$ cat config.mk
export PLATFORM = sky130hd
export DESIGN_NAME = thrd_memord
export DESIGN_NICKNAME = d
export VERILOG_FILES = /design/src/rtl/thrd_memord_pkg.sv /design/src/rtl/thrd_sb.sv /design/src/rtl/thrd_lmq.sv /design/src/rtl/thrd_memord.sv
export SDC_FILE = /design/constraint.sdc
export NUM_CORES = 1
export LEC_CHECK = 0
export BUFFER_PORTS_ARGS = -buffer_cell sky130_fd_sc_hd__buf_2
export CAP_MARGIN = 20
export CORE_ASPECT_RATIO = 1.2
export CORE_MARGIN = 2
export CORE_UTILIZATION = 50
export CTS_CLUSTER_SIZE = 40
export DETAILED_ROUTE_END_ITERATION = 6
export PLACE_DENSITY = 0.8
export SETUP_SLACK_MARGIN = 0.4
export SLEW_MARGIN = 20
export SYNTH_ARGS = -nofsm -noshare
export SYNTH_HDL_FRONTEND = slang
export SYNTH_HIERARCHICAL = 1
export SYNTH_SLANG_ARGS = --single-unit
export TNS_END_PERCENT = 50
$ cat constraint.sdc
create_clock -name clk -period 7.9 [get_ports clk]
set_clock_uncertainty 0.15 [all_clocks]
set_input_delay 0.395 -clock clk [delete_from_list [all_inputs] [get_ports clk]]
set_output_delay 0.395 -clock clk [all_outputs]
set_load 0.01 [all_outputs]
$ cat src/rtl/thrd_memord_pkg.sv
package thrd_memord_pkg;

  typedef enum logic [1:0] {
    MQ_IDLE  = 2'd0,
    MQ_ISSUE = 2'd1,
    MQ_WAIT  = 2'd2,
    MQ_FWD   = 2'd3
  } mq_state_e;

  typedef enum logic [1:0] {
    LP_NONE = 2'd0,
    LP_HIT  = 2'd1,
    LP_MISS = 2'd2,
    LP_RAW  = 2'd3
  } ld_path_e;

  // A buffered store at the same address overrides the L1 hit flag.
  function automatic ld_path_e pick_path(input logic ld_acc,
                                         input logic sb_match,
                                         input logic l1_hit);
    if (!ld_acc)  return LP_NONE;
    if (sb_match) return LP_RAW;
    if (l1_hit)   return LP_HIT;
    return LP_MISS;
  endfunction

endpackage

$ cat src/rtl/thrd_sb.sv
module thrd_sb #(
  parameter int DEPTH = 4,
  parameter int AW    = 16,
  parameter int DW    = 32
) (
  input  logic          clk,
  input  logic          rst_n,
  input  logic          push_i,
  input  logic [AW-1:0] push_addr_i,
  input  logic [DW-1:0] push_data_i,
  input  logic          ack_i,
  input  logic [AW-1:0] look_addr_i,
  output logic          look_hit_o,
  output logic [DW-1:0] look_data_o,
  output logic          full_o,
  output logic          st_req_o,
  output logic [AW-1:0] st_addr_o,
  output logic [DW-1:0] st_data_o
);
  localparam int PW = (DEPTH > 1) ? $clog2(DEPTH) : 1;
  localparam int CW = $clog2(DEPTH + 1);

  function automatic logic [PW-1:0] slot_of(input logic [PW-1:0] base,
                                            input int unsigned age);
    int unsigned s;
    s = (32'(base) + age) % 32'(DEPTH);
    return s[PW-1:0];
  endfunction

  logic [AW-1:0]    e_addr [DEPTH];
  logic [DW-1:0]    e_data [DEPTH];
  logic [DEPTH-1:0] e_vld;
  logic [PW-1:0]    head, tail;
  logic [CW-1:0]    cnt;
  logic             busy;
  logic             pop;

  assign pop       = busy && ack_i;
  assign full_o    = (cnt == CW'(DEPTH));
  assign st_req_o  = !busy && (cnt != '0);
  assign st_addr_o = e_addr[head];
  assign st_data_o = e_data[head];

  always_ff @(posedge clk) begin
    if (!rst_n) begin
      head  <= '0;
      tail  <= '0;
      cnt   <= '0;
      busy  <= 1'b0;
      e_vld <= '0;
    end else begin
      if (pop) begin
        e_vld[head] <= 1'b0;
        head        <= slot_of(head, 1);
        busy        <= 1'b0;
      end else if (st_req_o) begin
        busy <= 1'b1;
      end
      if (push_i) begin
        e_vld[tail] <= 1'b1;
        tail        <= slot_of(tail, 1);
      end
      unique case ({push_i, pop})
        2'b10:   cnt <= cnt + CW'(1);
        2'b01:   cnt <= cnt - CW'(1);
        default: cnt <= cnt;
      endcase
    end
  end

  always_ff @(posedge clk) begin
    if (push_i) begin
      e_addr[tail] <= push_addr_i;
      e_data[tail] <= push_data_i;
    end
  end

  // Address compare per age position; age 0 is the oldest entry.
  logic [PW-1:0]    age_slot [DEPTH];
  logic [DEPTH-1:0] age_hit;

  for (genvar k = 0; k < DEPTH; k++) begin : g_age
    assign age_slot[k] = slot_of(head, k);
    assign age_hit[k]  = e_vld[age_slot[k]] &&
                         (e_addr[age_slot[k]] == look_addr_i);
  end

  // The last (youngest) matching position wins.
  always_comb begin
    look_hit_o  = |age_hit;
    look_data_o = '0;
    for (int k = 0; k < DEPTH; k++) begin
      if (age_hit[k]) look_data_o = e_data[age_slot[k]];
    end
  end

endmodule

$ cat src/rtl/thrd_lmq.sv
module thrd_lmq
  import thrd_memord_pkg::*;
#(
  parameter int AW = 16,
  parameter int DW = 32
) (
  input  logic          clk,
  input  logic          rst_n,
  input  ld_path_e      path_i,
  input  logic [AW-1:0] ld_addr_i,
  input  logic [DW-1:0] ld_data_i,
  input  logic [DW-1:0] fwd_data_i,
  input  logic          fill_valid_i,
  input  logic [DW-1:0] fill_data_i,
  output logic          ld_req_o,
  output logic [AW-1:0] ld_addr_o,
  output logic          wb_valid_o,
  output logic [DW-1:0] wb_data_o,
  output logic          busy_o,
  output logic          waiting_o
);
  mq_state_e     state;
  logic [AW-1:0] q_addr;
  logic [DW-1:0] q_data;

  assign busy_o    = (state != MQ_IDLE);
  assign ld_req_o  = (state == MQ_ISSUE);
  assign waiting_o = (state == MQ_WAIT);
  assign ld_addr_o = q_addr;

  always_ff @(posedge clk) begin
    if (!rst_n) begin
      state      <= MQ_IDLE;
      q_addr     <= '0;
      q_data     <= '0;
      wb_valid_o <= 1'b0;
      wb_data_o  <= '0;
    end else begin
      wb_valid_o <= 1'b0;
      unique case (state)
        MQ_IDLE: begin
          unique case (path_i)
            LP_HIT: begin
              wb_valid_o <= 1'b1;
              wb_data_o  <= ld_data_i;
            end
            LP_MISS: begin
              q_addr <= ld_addr_i;
              state  <= MQ_ISSUE;
            end
            LP_RAW: begin
              q_data <= fwd_data_i;
              state  <= MQ_FWD;
            end
            default: ;
          endcase
        end
        MQ_ISSUE: state <= MQ_WAIT;
        MQ_WAIT: begin
          if (fill_valid_i) begin
            wb_valid_o <= 1'b1;
            wb_data_o  <= fill_data_i;
            state      <= MQ_IDLE;
          end
        end
        MQ_FWD: begin
          wb_valid_o <= 1'b1;
          wb_data_o  <= q_data;
          state      <= MQ_IDLE;
        end
        default: state <= MQ_IDLE;
      endcase
    end
  end

endmodule

$ cat src/rtl/thrd_memord.sv
module thrd_memord
  import thrd_memord_pkg::*;
#(
  parameter int DEPTH = 4,
  parameter int AW    = 16,
  parameter int DW    = 32
) (
  input  logic          clk,
  input  logic          rst_n,
  input  logic          req_valid,
  input  logic          req_is_store,
  input  logic [AW-1:0] req_addr,
  input  logic [DW-1:0] req_data,
  input  logic          req_l1_hit,
  output logic          req_ready,
  output logic          sb_full,
  output logic          stall,
  output logic          l2_st_req,
  output logic [AW-1:0] l2_st_addr,
  output logic [DW-1:0] l2_st_data,
  input  logic          l2_st_ack,
  output logic          l2_ld_req,
  output logic [AW-1:0] l2_ld_addr,
  input  logic          l2_fill_valid,
  input  logic [DW-1:0] l2_fill_data,
  output logic          wb_valid,
  output logic [DW-1:0] wb_data
);
  logic          st_push, ld_acc;
  logic          sb_match;
  logic [DW-1:0] sb_fwd_data;
  ld_path_e      ld_path;

  // Named events for the checker.
  logic ev_ld_hit, ev_ld_miss, ev_ld_raw, mq_wait;

  assign req_ready = !stall && (!req_is_store || !sb_full);
  assign st_push   = req_valid && req_ready && req_is_store;
  assign ld_acc    = req_valid && req_ready && !req_is_store;
  assign ld_path   = pick_path(ld_acc, sb_match, req_l1_hit);

  assign ev_ld_hit  = (ld_path == LP_HIT);
  assign ev_ld_miss = (ld_path == LP_MISS);
  assign ev_ld_raw  = (ld_path == LP_RAW);

  thrd_sb #(.DEPTH(DEPTH), .AW(AW), .DW(DW)) u_sb (
    .clk         (clk),
    .rst_n       (rst_n),
    .push_i      (st_push),
    .push_addr_i (req_addr),
    .push_data_i (req_data),
    .ack_i       (l2_st_ack),
    .look_addr_i (req_addr),
    .look_hit_o  (sb_match),
    .look_data_o (sb_fwd_data),
    .full_o      (sb_full),
    .st_req_o    (l2_st_req),
    .st_addr_o   (l2_st_addr),
    .st_data_o   (l2_st_data)
  );

  thrd_lmq #(.AW(AW), .DW(DW)) u_lmq (
    .clk          (clk),
    .rst_n        (rst_n),
    .path_i       (ld_path),
    .ld_addr_i    (req_addr),
    .ld_data_i    (req_data),
    .fwd_data_i   (sb_fwd_data),
    .fill_valid_i (l2_fill_valid),
    .fill_data_i  (l2_fill_data),
    .ld_req_o     (l2_ld_req),
    .ld_addr_o    (l2_ld_addr),
    .wb_valid_o   (wb_valid),
    .wb_data_o    (wb_data),
    .busy_o       (stall),
    .waiting_o    (mq_wait)
  );

endmodule

==> results.txt <==
----------------------------------------------------
[Outcome]
  Run status ... completed

[STA]
  Unrepaired setup endpoints after global routing ... no
  Headroom to the max-slew limit ... approximately 30%
  Final total negative setup slack ... 0 ps
  Endpoints failing hold ... 0
  Clock period minus worst slack ... about 5900 ps
  Slew @ Worst Pin ... ~1100 ps
  Count of endpoints failing setup in the final report ... 0
  Final slew viol count ... 0
  Period utilization ... 74.5%
  Max Freq ... between 0.15 and 0.2 GHz

[Worst setup path]
  WP data arrival ... between 6000 and 7000 ps
  Cell family with the largest share of critical-path delay ... simple AND/OR/NAND/NOR gates
  Slowest stage cell on the critical path ... and2_2
  Bufs and invs on worst path ... 3
  Startpoint Class ... flip-flop
  Critical path start-end classification ... reg -> reg
  Most used cell along the critical path ... buf_4
  Largest fanout on the critical path ... 65
  Delay of the slowest cell on the worst path ... around 810 ps
  Worst Setup End Kind ... flip-flop
  Required time at the endpoint of the critical path ... roughly 8200 ps
  List of cells traversed by the critical path ... inv_1 > ha_4 > buf_4 > mux4_2 > xor2_1 > nor4_1 > nand4_1 > buf_4 > and2_2 > o211ai_1 > nor2b_1 > nor4b_2 > or4b_1 > and3_2 > a221o_1

[Drt]
  Average vias per placed instance ... about 6.6
  Number of search-and-repair iterations in the first detailed-routing pass ... 5
  DRT antenna net count ... 0
  Wire length per cell after detailed routing ... 23.6 um
  Count of unresolved DRC violations after routing ... 0
  DR vias ... 11800
  Detailed-route wire length ... about 42000 um
  Number of design-rule violations left by the first detailed-router iteration ... 1180

[Global route]
  Aggregate global-route resource usage ... 24.6%
  First-pass GRT wire length ... 66400 um
  Overflow left after global routing ... 0
  Met1 usage ... 32.3%
  Antenna violations before repair ... 0
  Met3 routing resource usage after global routing ... 3.18%
  Met2 Track Usage GR ... between 40% and 50%
  Layer with the highest usage after global routing ... met2
  Pin count of the biggest net entering global routing ... 154
  Via count of the first global-routing pass ... between 10000 and 15000

[Die]
  Die Height ... between 200 and 250 um
  Width of the die ... between 150 and 200 um
  Core outline area ... 0.0324 sq mm
  Top-level I/O count ... 189
  Row count ... 72
  Die Footprint ... ~0.035 sq mm
  Effective utilization at floorplan ... approximately half

[Yosys]
  Synth warn ... 6
  Netlist area before placement ... 0.0165 sq mm
  Post-Synthesis Cells ... around 1200
  Synthesized net count ... 1312
  Per-instance average area after synthesis ... between 10 and 15 sq um

[Clock network]
  Total CTS buffers ... 30
  Clock latency at the later pin of the worst-skew pair ... 560 ps
  Reg clk slew, reported paths ... approximately 60 ps
  Htree depth ... 1
  Root buffer cell ... clkbuf_16
  CTS-repair resized insts ... 0
  CTS sink cnt ... 289
  Maximum root-to-sink buffer count ... 3
  Clock tree from TritonCTS ... yes

[Final layout]
  Number of filler instances in the final layout ... 2555
  Final net count ... roughly 1500
  Layout-stage area growth over the synthesis result ... 14.9%
  Layout cells sized above 1 ... about a third
  Utilization of the core after routing ... 58.5%
  Antenna diode instance count ... 0

[Pwr]
  Leakage power ... around 6 nW
  Peak supply drop ... between 0.15 and 0.2 mV
  Power density of the placed cells ... about 220 mW/mm^2

[Place]
  Detailed placement HPWL ... between 20000 and 30000 um
  IO Port Bufs ... ~190
  Final weighted congestion in routability-driven placement ... about 0.83

[Worst hold path]
  Class of the worst hold path ... in -> reg

[Flow run]
  Max-cap violation count ... 0

----------------------------------------------------
through the flow:
step	std cells	cell area [sq um]	hold slack (ps)	power [mW]	worst slack, ps
after global placement	1706	17600	298	2.66	1940
final	1794	19000	32.4	4.19	2010
after floorplan	1215	16500	294	2.46	1730
after global routing	1794	19000	41.3	4.35	1610
after CTS	1794	19000	11.4	4.22	1760
after detailed placement	1706	17600	308	2.68	1800
tightest hold or removal path: cells and delay by family:
| family | cells | cell delay [ps] |
|---|---|---|
| AOI/OAI and AO/OA | 1 | 110 |
| buffers and inverters | 1 | 80 |
| and+or+nand+nor | 1 | 80 |
| muxes | 1 | 50 |
flip-flops by register name, indices dropped and copies added, names as in the netlist, named ones only:
signal / count
u_lmq/wb_valid_o: 1
u_sb/cnt: 3
u_lmq/state: 2
u_sb/e_addr: 64
u_sb/busy: 1
u_lmq/ld_addr_o: 16
u_sb/tail: 2
u_sb/head: 2
u_lmq/wb_data_o: 32
u_lmq/q_data: 32
u_sb/e_vld: 4
u_sb/e_data: 128
final timing paths:
kind                                                 startpoint                                to  slack, ps  cells past startpoint
worst min-delay path                            l2_fill_data[2]   u_lmq/wb_data_o[2]$_SDFFE_PN0P_         30                      4
worst max register to register        u_sb/head[0]$_SDFFE_PN0P_  u_lmq/wb_data_o[28]$_SDFFE_PN0P_       2010                     15
worst max-delay path                  u_sb/head[0]$_SDFFE_PN0P_  u_lmq/wb_data_o[28]$_SDFFE_PN0P_       2010                     15
worst min register to register  u_lmq/ld_addr_o[1]$_SDFFE_PN0P_   u_lmq/ld_addr_o[1]$_SDFFE_PN0P_        320                      2
per-layer routing:
metal | share of wire [%] | wire length (um)
met2 | 51 | 21600
met1 | 37 | 15600
met3 | 9.3 | 3960
met5 | 0 | 0
met4 | 2.8 | 1180
layout make-up:
class | instances | area (sq um) | share of cell area (%)
Sequential cell | 289 | 7720 | 40.7
Timing Repair Buffer | 236 | 1400 | 7.35
Multi-Input combinational cell | 794 | 8230 | 43.4
Clock buffer | 36 | 815 | 4.29
Clock inverter | 20 | 270 | 1.42
Inverter | 12 | 45.0 | 0.237
Tap cell | 407 | 509 | 2.68
cell usage in the layout, fill, tap and decap left out, types with 34 or more instances in the layout:
master / count
edfxtp_1: 192
o21ai_0: 52
nand2_1: 124
nor3b_1: 34
xnor2_1: 52
nor2_1: 71
buf_2: 187
mux4_2: 188
nand3_1: 52
dfxtp_1: 92
mux2i_1: 55
power breakdown:
group          switching, mW  leakage [nW]  internal (mW)
Clock                  0.603         0.523          0.932
Sequential            0.0490          2.53           1.66
Combinational          0.457          3.07          0.487
Total                   1.11          6.12           3.08
repair_timing:
item / 4_1_cts / 5_1_grt
hold buffers: 32 / 0
setup endpoints to repair: 0 / 0
hold endpoints to repair: 156 / 0
setup buffers: 0 / 0
Power figures use the tool's default switching activity.
